File: config.mk
export PLATFORM = sky130hd
export DESIGN_NAME = pdp_data_port
export DESIGN_NICKNAME = d
export VERILOG_FILES = /design/src/rtl/pdp_pkg.sv /design/src/rtl/pdp_ptr_reg.sv /design/src/rtl/pdp_addr_gen.sv /design/src/rtl/pdp_rd_ret.sv /design/src/rtl/pdp_data_port.sv
export SDC_FILE = /design/constraint.sdc
export NUM_CORES = 1
export LEC_CHECK = 0
export BUFFER_PORTS_ARGS = -buffer_cell sky130_fd_sc_hd__clkbuf_2
export CORE_MARGIN = 5
export CORE_UTILIZATION = 49
export DETAILED_ROUTE_END_ITERATION = 7
export MAX_ROUTING_LAYER = met4
export PLACE_DENSITY = 0.85
export SLEW_MARGIN = 10
export SYNTH_ARGS = -nofsm -noshare
export SYNTH_HDL_FRONTEND = slang
export SYNTH_SLANG_ARGS = --single-unit
export TNS_END_PERCENT = 20
File: constraint.sdc
create_clock -name clk -period 2.9 [get_ports clk]
set_input_delay 0.725 -clock clk [delete_from_list [all_inputs] [get_ports clk]]
set_output_delay 0.725 -clock clk [all_outputs]
set_load 0.02 [all_outputs]
File: src/rtl/pdp_pkg.sv
package pdp_pkg;
  localparam int PTR_W     = 16;
  localparam int OFS_W     = 11;
  localparam int RXSEL_BIT = 15;
  localparam int AUTO_BIT  = 14;
  localparam int HA_W      = 4;
  localparam logic [7:0] HI_VIEW_MASK = 8'hF7;
  localparam logic [HA_W-1:0] ADR_PTR_LO = 4'd0;
  localparam logic [HA_W-1:0] ADR_PTR_HI = 4'd1;
  localparam logic [HA_W-3:0] ADR_WIN_QUAD = 2'd1;

  typedef logic [PTR_W-1:0] ptr_t;
  typedef logic [OFS_W-1:0] ofs_t;

  function automatic logic is_window(input logic [HA_W-1:0] a);
    return a[HA_W-1:2] == ADR_WIN_QUAD;
  endfunction

  function automatic ptr_t step_ptr(input ptr_t p);
    ptr_t r;
    r = p;
    r[OFS_W-1:0] = p[OFS_W-1:0] + ofs_t'(1);
    return r;
  endfunction

  function automatic ofs_t access_ofs(input ptr_t p, input logic [1:0] lo2);
    if (p[AUTO_BIT]) return p[OFS_W-1:0];
    return p[OFS_W-1:0] + ofs_t'(lo2);
  endfunction

  function automatic logic [7:0] hi_view(input ptr_t p);
    return p[PTR_W-1:8] & HI_VIEW_MASK;
  endfunction
endpackage

File: src/rtl/pdp_ptr_reg.sv
module pdp_ptr_reg
  import pdp_pkg::*;
(
  input  logic       clk,
  input  logic       rst_n,
  input  logic       wr_lo,
  input  logic       wr_hi,
  input  logic [7:0] wdata,
  input  logic       step,
  output ptr_t       ptr_q
);
  always_ff @(posedge clk) begin
    if (!rst_n) begin
      ptr_q <= '0;
    end else if (wr_lo) begin
      ptr_q[7:0] <= wdata;
    end else if (wr_hi) begin
      ptr_q[PTR_W-1:8] <= wdata;
    end else if (step) begin
      ptr_q <= step_ptr(ptr_q);
    end
  end
endmodule

File: src/rtl/pdp_addr_gen.sv
module pdp_addr_gen
  import pdp_pkg::*;
#(
  parameter int PG_W = 2,
  localparam int MA_W = PG_W + OFS_W
)(
  input  ptr_t            ptr,
  input  logic [1:0]      lo2,
  input  logic [PG_W-1:0] rxq_pg,
  input  logic [PG_W-1:0] pkt_pg,
  output logic [MA_W-1:0] addr
);
  logic [PG_W-1:0] pg;
  ofs_t            ofs;

  always_comb begin
    pg   = ptr[RXSEL_BIT] ? rxq_pg : pkt_pg;
    ofs  = access_ofs(ptr, lo2);
    addr = {pg, ofs};
  end
endmodule

File: src/rtl/pdp_rd_ret.sv
module pdp_rd_ret (
  input  logic       clk,
  input  logic       rst_n,
  input  logic       rd_fire,
  input  logic       from_mem,
  input  logic [7:0] local_byte,
  input  logic [7:0] mem_rdata,
  output logic [7:0] rdata,
  output logic       rvalid
);
  logic       mem_sel_q;
  logic [7:0] hold_q;

  always_ff @(posedge clk) begin
    if (!rst_n) begin
      rvalid    <= 1'b0;
      mem_sel_q <= 1'b0;
      hold_q    <= '0;
    end else begin
      rvalid <= rd_fire;
      if (rd_fire) begin
        mem_sel_q <= from_mem;
        hold_q    <= local_byte;
      end
    end
  end

  always_comb begin
    if (!rvalid)        rdata = '0;
    else if (mem_sel_q) rdata = mem_rdata;
    else                rdata = hold_q;
  end
endmodule

File: src/rtl/pdp_data_port.sv
module pdp_data_port
  import pdp_pkg::*;
#(
  parameter int PG_W = 2,
  localparam int MA_W = PG_W + OFS_W
)(
  input  logic            clk,
  input  logic            rst_n,
  input  logic            hst_wr,
  input  logic            hst_rd,
  input  logic [3:0]      hst_addr,
  input  logic [7:0]      hst_wdata,
  output logic [7:0]      hst_rdata,
  output logic            hst_rvalid,
  input  logic [PG_W-1:0] rxq_head_pg,
  input  logic [PG_W-1:0] pkt_num_pg,
  output logic            mem_en,
  output logic            mem_we,
  output logic [MA_W-1:0] mem_addr,
  output logic [7:0]      mem_wdata,
  input  logic [7:0]      mem_rdata
);
  // named internal events, visible to the bound checker
  logic       rd_fire;
  logic       win_hit;
  logic       data_fire;
  logic       wr_lo;
  logic       wr_hi;
  logic       step;
  logic [7:0] local_byte;
  ptr_t       ptr_q;

  always_comb begin
    win_hit   = is_window(hst_addr);
    rd_fire   = hst_rd & ~hst_wr;
    data_fire = (hst_wr | rd_fire) & win_hit;
    wr_lo     = hst_wr & (hst_addr == ADR_PTR_LO);
    wr_hi     = hst_wr & (hst_addr == ADR_PTR_HI);
    step      = data_fire & ptr_q[AUTO_BIT];
    unique case (hst_addr)
      ADR_PTR_LO: local_byte = ptr_q[7:0];
      ADR_PTR_HI: local_byte = hi_view(ptr_q);
      default:    local_byte = 8'h00;
    endcase
  end

  pdp_ptr_reg u_ptr (
    .clk   (clk),
    .rst_n (rst_n),
    .wr_lo (wr_lo),
    .wr_hi (wr_hi),
    .wdata (hst_wdata),
    .step  (step),
    .ptr_q (ptr_q)
  );

  pdp_addr_gen #(.PG_W(PG_W)) u_agen (
    .ptr    (ptr_q),
    .lo2    (hst_addr[1:0]),
    .rxq_pg (rxq_head_pg),
    .pkt_pg (pkt_num_pg),
    .addr   (mem_addr)
  );

  pdp_rd_ret u_ret (
    .clk        (clk),
    .rst_n      (rst_n),
    .rd_fire    (rd_fire),
    .from_mem   (win_hit),
    .local_byte (local_byte),
    .mem_rdata  (mem_rdata),
    .rdata      (hst_rdata),
    .rvalid     (hst_rvalid)
  );

  assign mem_en    = data_fire;
  assign mem_we    = hst_wr & win_hit;
  assign mem_wdata = hst_wdata;
endmodule

==> summary.md, run 1 <==
| Metric | Value |
|---|---|
| Arr. time, crit path | `2.12 ns` |
| EDFF count, synth | `0` |
| CORE AREA | `3280 um^2` |
| IO Pins | `60` |
| Mean Syn Cell Area | `8.26 um^2` |
| Top cell type's share of synthesized area | `30.5%` |
| Num CTS Buffers | `3` |
| Sequential area share after synthesis | `30.5%` |
| Post-DP Area | `1910 um^2` |
| Setup ws final | `0.0539 ns` |
| Maximum VDD drop | `~0.00022 V` |
| Initial antenna violation count | `0` |
| XOR/XNOR share of the synthesized area | `between 7 and 8%` |
| Fin util | `between 50 and 60%` |
| LEAKAGE | `approximately 0.00085 uW` |
| Initial DRC count | `39` |
| CTS HTree Levels | `1` |
| Syn Inst Count | `199` |
| Max stage delay on crit path | `0.35 ns` |
| Max_slew headroom | `58.5%` |
| Setup Viol. Count Final | `0` |
| Pin count of the biggest net entering global routing | `20` |
| Synth area leaders | `dfxtp_1, mux2i_1, a21oi_1` |
| Number of fill cells in the layout | `around 320` |
| I/O Buffers | `59` |
| Antenna Cells | `0` |
| Max Cap Viol | `0` |
| Post-route cell area | `just under 2000 um^2` |
| Final hold slack | `between 0.5 and 0.6 ns` |
| Vias/cell | `5.32` |
| Post-route DRC violation count | `0` |
| HPWL Detailed | `2990 um` |
| Register area | `500 um^2` |
| Die X | `67.9 um` |
| Yosys warning total | `0` |
| Ys flop type | `dfxtp_1` |
| Worst slack, placed | `0.0617 ns` |
| Largest family of logic cells by synthesized area | `simple AND/OR/NAND/NOR gates` |
| Area grow syn2layout | `18.3%` |
| Clock Latency Late Sink | `0.32 ns` |
| Worst-path cell chain | `clkbuf_2 -> ha_1 -> fa_1 -> nor2b_2 -> nand2b_1 -> nor2_1 -> xor2_1 -> buf_4` |
| First-pass GRT wire length | `6220 um` |
| Clock Root Buffer | `clkbuf_4` |
| Remaining antenna violation count | `0` |
| Minimum clock period | `2.85 ns` |
| Synth area leader | `dfxtp_1` |
| Critical-path top delay cell | `fa_1` |
| Clock sinks | `25` |
| Row count | `21` |
| Layout Skew | `0.00326 ns` |
| Synth Area in Compound Gates | `between 10% and 20%` |
| Startpoint type of the worst setup path | `input port` |
| Vias | `around 1500` |
| Post-Syn Area | `between 1500 and 2000 um^2` |
| Worst-Margin Slew | `0.622 ns` |
| Crit path required time | `2.17 ns` |
| Synth unique cells | `32` |
| Number of synthesized register bits | `25` |
| Die height | `67.9 um` |
| Vias in the first global route | `1473` |
| CTS max path bufs | `2` |
| Multi-input gate area | `1020 um^2` |
| Worst-path maximum fanout | `3` |
| Total track usage | `17.8%` |
| # nets final | `278` |
| Adder-cell share of the synthesized area | `3.50%` |
| Top delay family on crit path | `adder cells` |
| Asr flop ratio synth | `0%` |
| Effective utilization at floorplan | `between 50% and 60%` |
| Synthesized net count | `about 230` |
| Post-CTS Setup Inserts | `0` |
| Max Freq | `0.351 GHz` |
| Status | `completed` |
| Die Footprint | `4610 um^2` |
| Pwr/cell area | `~320 nW/um^2` |
| GR Overflow Total | `0` |
| Final GP Congestion | `0.931` |
| Layout cell share with drive strength beyond 1 | `just under 30%` |
| DR pass1 iterations | `4` |
| Hold Path Class | `reg2reg` |
| Post-synthesis mux area share | `14.9%` |
| Tcrit/Tclk final | `a little over nine tenths` |
| Worst path buffer plus inverter count | `2` |
| Critical Setup Path Class | `in2out` |
| Fraction of the mapped netlist area in simple logic gates | `between 20% and 30%` |
| Hold Fails Final Rpt | `0` |
| CTS tree | `yes` |
| Setup crit end kind | `output pin` |
| Drt wl/cell | `13.1 um` |
| Worst-path clk slew | `0.13 ns` |
| Slew Viols, Final | `0` |
| Routed WL | `3800 um` |
[timing repair]
item	4_1_cts	5_1_grt
setup endpoints to repair	0	4
resized for setup	0	3
hold buffers	0	0
[per-layer routing]
layer	routed length [um]	global-route usage (%)	up-vias	part of all wire [%]
li1	-	-	785	-
met1	1540	20.1	704	40
met2	1910	31.8	52	50
met3	295	3.61	8	7.8
met4	55	5.21	0	1.4
met5	0	-	-	0
[worst reg2reg max path, stage by stage, from the launching register on]
cell and delay [ns]:
dfxtp_1 0.57, nand4_4 0.18, or4_4 0.60, or3_1 0.32
a31oi_1 0.17
[path summary, 6_finish.rpt]
path	cells past startpoint	end	slack [ns]	startpoint
setup / recovery	8	mem_addr[8]	0.05	hst_addr[0]
hold / removal	2	u_ret.hold_q[3]$_SDFFE_PN0P_	0.51	u_ret.hold_q[3]$_SDFFE_PN0P_
setup reg to reg	4	u_ptr.ptr_q[8]$_SDFFE_PN0P_	0.99	u_ptr.ptr_q[3]$_SDFFE_PN0P_
hold reg to reg	2	u_ret.hold_q[3]$_SDFFE_PN0P_	0.51	u_ret.hold_q[3]$_SDFFE_PN0P_
[report_power, final]
| part | switching (uW) | leakage [uW] | internal, uW |
|---|---|---|---|
| clock network | 100 | 0.0000150 | 53.8 |
| registers | 9.86 | 0.000202 | 349 |
| logic | 63.7 | 0.000638 | 45.2 |
| total | 174 | 0.000855 | 448 |
[cell families (layout without fill, tap and decap cells)]
logic type	after synthesis	after routing
flops	25	25
mux	24	24
buf+inv	24	70
compound gates	36	36
fa+ha+maj	4	4
xor+xnor	15	15
simple gates	71	71
[state kept, by name, indices dropped and copies added, names as in the netlist]
signal / cells
u_ptr.ptr_q: 15
u_ret.mem_sel_q: 1
u_ret.hold_q: 8
u_ret.rvalid: 1
[cells in the final DEF (no fill, tap or decap), types with 2 or more instances in the layout]
cell type | synthesis | layout
a21oi_1 | 17 | 17
a31oi_1 | 4 | 4
and3_1 | 3 | 3
buf_4 | 8 | 5
clkbuf_2 | 2 | 58
clkbuf_4 | 0 | 3
dfxtp_1 | 25 | 25
ha_1 | 3 | 3
inv_1 | 3 | 3
mux2_2 | 4 | 4
mux2i_1 | 20 | 20
nand2_1 | 5 | 5
nand2b_1 | 3 | 3
nand3_1 | 5 | 5
nand3b_1 | 2 | 2
nor2_1 | 19 | 19
nor2b_1 | 10 | 9
nor3_1 | 10 | 10
nor4_1 | 4 | 4
o21ai_0 | 13 | 13
o31ai_1 | 2 | 2
or3_1 | 4 | 4
or4_1 | 2 | 2
xnor2_1 | 8 | 8
xor2_1 | 7 | 7
[metrics by stage]
step                power [uW]  TNS, ns  instances
CTS                        626        0        291
detailed placement         475        0        287
finish                     621        0        291
global placement           473        0        287
global route               656  -0.0388        291
floorplan                  437        0        199
[final cells by class]
class	count	share of cell area, %
timing repair buffer	63	16.9
sequential	25	25.8
clock buffer	4	1.35
inverter	3	0.580
tap	46	2.96
multi-input combinational	150	52.5
[cell usage after synthesis (2+ instances only)]
cell	number
and3_1	3
dfxtp_1	25
nand2_1	5
nand2b_1	3
a21oi_1	17
o31ai_1	2
buf_2	2
clkbuf_2	2
xor2_1	7
or3_1	4
mux2i_1	20
a31oi_1	4
nor3_1	10
inv_1	3
clkbuf_1	8
mux2_2	4
nor2b_1	10
nand3_1	5
ha_1	3
or4_1	2
nor2_1	19
nor4_1	4
xnor2_1	8
nand3b_1	2
buf_4	8
o21ai_0	13
Power figures use the tool's default switching activity.
==> inputs of run 2 (changes only) <==
--- a/config.mk
+++ b/config.mk
@@ -7,10 +7,10 @@
 export LEC_CHECK = 0
 export BUFFER_PORTS_ARGS = -buffer_cell sky130_fd_sc_hd__clkbuf_2
 export CORE_MARGIN = 5
-export CORE_UTILIZATION = 49
+export CORE_UTILIZATION = 53
 export DETAILED_ROUTE_END_ITERATION = 7
 export MAX_ROUTING_LAYER = met4
-export PLACE_DENSITY = 0.85
+export PLACE_DENSITY = 0.91
 export SLEW_MARGIN = 10
 export SYNTH_ARGS = -nofsm -noshare
 export SYNTH_HDL_FRONTEND = slang
==> constraint.sdc (replaced) <==
create_clock -name clk -period 3.55 [get_ports clk]
set_input_delay 0.8875 -clock clk [delete_from_list [all_inputs] [get_ports clk]]
set_output_delay 0.8875 -clock clk [all_outputs]
set_load 0.02 [all_outputs]
==> summary.md, run 2 (same netlist as run 1, synthesis figures left out) <==
| Metric | Value |
|---|---|
| Status | `completed` |
| Slew Viols, Final | `0` |
| Hold path cells | `2` |
| Startpoint type of the worst setup path | `input port` |
| Worst R2R Start | `u_ptr.ptr_q[3]$_SDFFE_PN0P_` |
| Max reg flops | `15` |
| WHS Endpoint | `u_ret.hold_q[0]$_SDFFE_PN0P_` |
| # nets final | `276` |
| Fin cells | `around 280` |
| Sw Ratio | `29.9%` |
| Vias in the first global route | `1523` |
| Cell mode on critical path | `clkbuf_2` |
| Register area | `500 um^2` |
| Pwr/cell area | `~270 nW/um^2` |
| Max_slew headroom | `57.7%` |
| Tcrit/Tclk final | `93.4%` |
| Initial DRC count | `54` |
| LEAKAGE | `0.000843 uW` |
| Tot Pwr | `520 uW` |
| Post-CTS Setup Inserts | `0` |
| CTS HTree Levels | `1` |
| Hold Fails Final Rpt | `0` |
| RSZ-0062 raised after global routing | `false` |
| Routed WL | `approximately 4000 um` |
| HPWL Detailed | `about 3200 um` |
| Total track usage | `19.5%` |
| Initial antenna violation count | `0` |
| CTS tree | `yes` |
| Setup crit end kind | `output pin` |
| Clock Root Buffer | `clkbuf_4` |
| Hold Path Class | `reg2reg` |
| Hold-fix buffers, CTS | `0` |
| Hold path startpoint | `u_ret.hold_q[0]$_SDFFE_PN0P_` |
| Antenna Cells | `0` |
| Die height | `65.7 um` |
| Setup Viol. Count Final | `0` |
| Worst-path cell chain | `clkbuf_2 -> ha_1 -> a21oi_1 -> nor4_1 -> buf_4 -> and3_1 -> xor2_1 -> clkbuf_2` |
| CORE AREA | `3000 um^2` |
| Clock power frac | `between 20% and 30%` |
| I/O Buffers | `59` |
| Commonest non-fill, non-tap cells in the layout | `clkbuf_2, dfxtp_1, mux2i_1` |
| Critical-path top delay cell | `nor4_1` |
| Die X | `65.7 um` |
| Maximum VDD drop | `0.000152 V` |
| Clock Latency Late Sink | `0.33 ns` |
| Layout cell share with drive strength beyond 1 | `29.2%` |
| Multi-input gate area | `1020 um^2` |
| Final GP Congestion | `about 0.9` |
| Worst r2r path cells | `4` |
| Post-CTS sizing | `0` |
| Setup TNS | `0 ns` |
| Vias | `1546` |
| Comb pwr share | `17.0%` |
| Number of fill cells in the layout | `257` |
| Area grow syn2layout | `16.3%` |
| First-pass GRT wire length | `6580 um` |
| Worst-path clk slew | `~0.14 ns` |
| Placed cells | `272` |
| R2r setup slk | `1.66 ns` |
| Minimum clock period | `3.31 ns` |
| Vias/cell | `5.60` |
| Effective utilization at floorplan | `54.7%` |
| Drt wl/cell | `14.5 um` |
| Worst-path maximum fanout | `4` |
| Switching power of the nets | `between 150 and 200 uW` |
| Top Registers | `u_ptr.ptr_q (15), u_ret.hold_q (8)` |
| Most common cell after layout, fill and taps aside | `clkbuf_2` |
| Num CTS Buffers | `3` |
| Cell Int Power | `364 uW` |
| Arr. time, crit path | `about 2.4 ns` |
| CTS max path bufs | `2` |
| Critical Setup Path Class | `in2out` |
| DR pass1 iterations | `4` |
| GR Overflow Total | `0` |
| Row count | `20` |
| Worst path buffer plus inverter count | `3` |
| Layout Skew | `0.00650 ns` |
| Post-route DRC violation count | `0` |
| IO Pins | `60` |
| Part of the power in registers | `56.5%` |
| Max stage delay on crit path | `between 0.3 and 0.4 ns` |
| Critical R2R Capture | `u_ptr.ptr_q[10]$_SDFFE_PN0P_` |
| Clock sinks | `25` |
| Remaining antenna violation count | `0` |
| Pin count of the biggest net entering global routing | `20` |
| Biggest register | `u_ptr.ptr_q` |
| Worst-Margin Slew | `0.635 ns` |
| Max Cap Viol | `0` |
| Die Footprint | `4310 um^2` |
| Max Freq | `just over 0.3 GHz` |
| Top delay family on crit path | `buffers and inverters` |
| Crit path required time | `2.66 ns` |
run 2: cell types whose count changed in the layout (fill, tap and decap cells not counted), sizes merged:
cell | before | now
buf | 5 | 2
clkinvlp | 0 | 1
run 2: routing by layer:
metal	part of all wire [%]	vias to the layer above	track usage, %	wire length [um]
met5	0	-	-	0
met3	5.6	2	4.27	225
met1	44	703	24.0	1760
met4	0.52	0	4.40	21
li1	-	785	-	-
met2	50	56	32.5	2010
run 2: area by class of cell:
cell class                      instances  share of cell area [%]
Clock buffer                            3                    1.18
Clock inverter                          1                   0.393
Inverter                                3                   0.589
Multi-Input combinational cell        150                    53.2
Sequential cell                        25                    26.2
Tap cell                               33                    2.16
Timing Repair Buffer                   61                    16.2
run 2: metrics by stage:
stage                     util (%)  hold slack [ns]  setup slack (ns)  cell area, um^2
final                         63.6            0.506             0.235             1910
after global routing          63.6            0.555             0.107             1910
after CTS                     63.6            0.516             0.253             1910
after detailed placement      62.6            0.489             0.253             1880
after global placement        62.6            0.467             0.326             1880
after floorplan                  -            0.456             0.512             1640
run 2: power groups by stage:
| stage | Sequential [uW] | Combinational (uW) | Clock, uW |
|---|---|---|---|
| 2_1_floorplan | 295 | 61.6 | 0 |
| 3_3_place_gp | 299 | 85.7 | 0 |
| 3_5_place_dp | 300 | 88.2 | 0 |
| 4_1_cts | 294 | 88.5 | 136 |
| 5_1_grt | 295 | 96.4 | 151 |
| 6_report | 294 | 88.4 | 137 |
run 2: how the worst max path moves through the flow:
| stage | startpoint | endpoint | cells after the start |
|---|---|---|---|
| finish | hst_addr[1] | mem_addr[9] | 8 |
| CTS | hst_addr[1] | mem_addr[9] | 8 |
| detailed placement | hst_addr[1] | mem_addr[9] | 8 |
| global placement | hst_addr[1] | mem_addr[7] | 8 |
| global route | hst_addr[1] | mem_addr[9] | 8 |
| floorplan | hst_addr[1] | mem_addr[7] | 5 |
run 2: worst reg2reg max path, delay by kind of cell (launching register included):
| family | cells | cell delay, ns |
|---|---|---|
| flops | 1 | 0.56 |
| simple gates | 3 | 1.10 |
| compound gates | 1 | 0.17 |
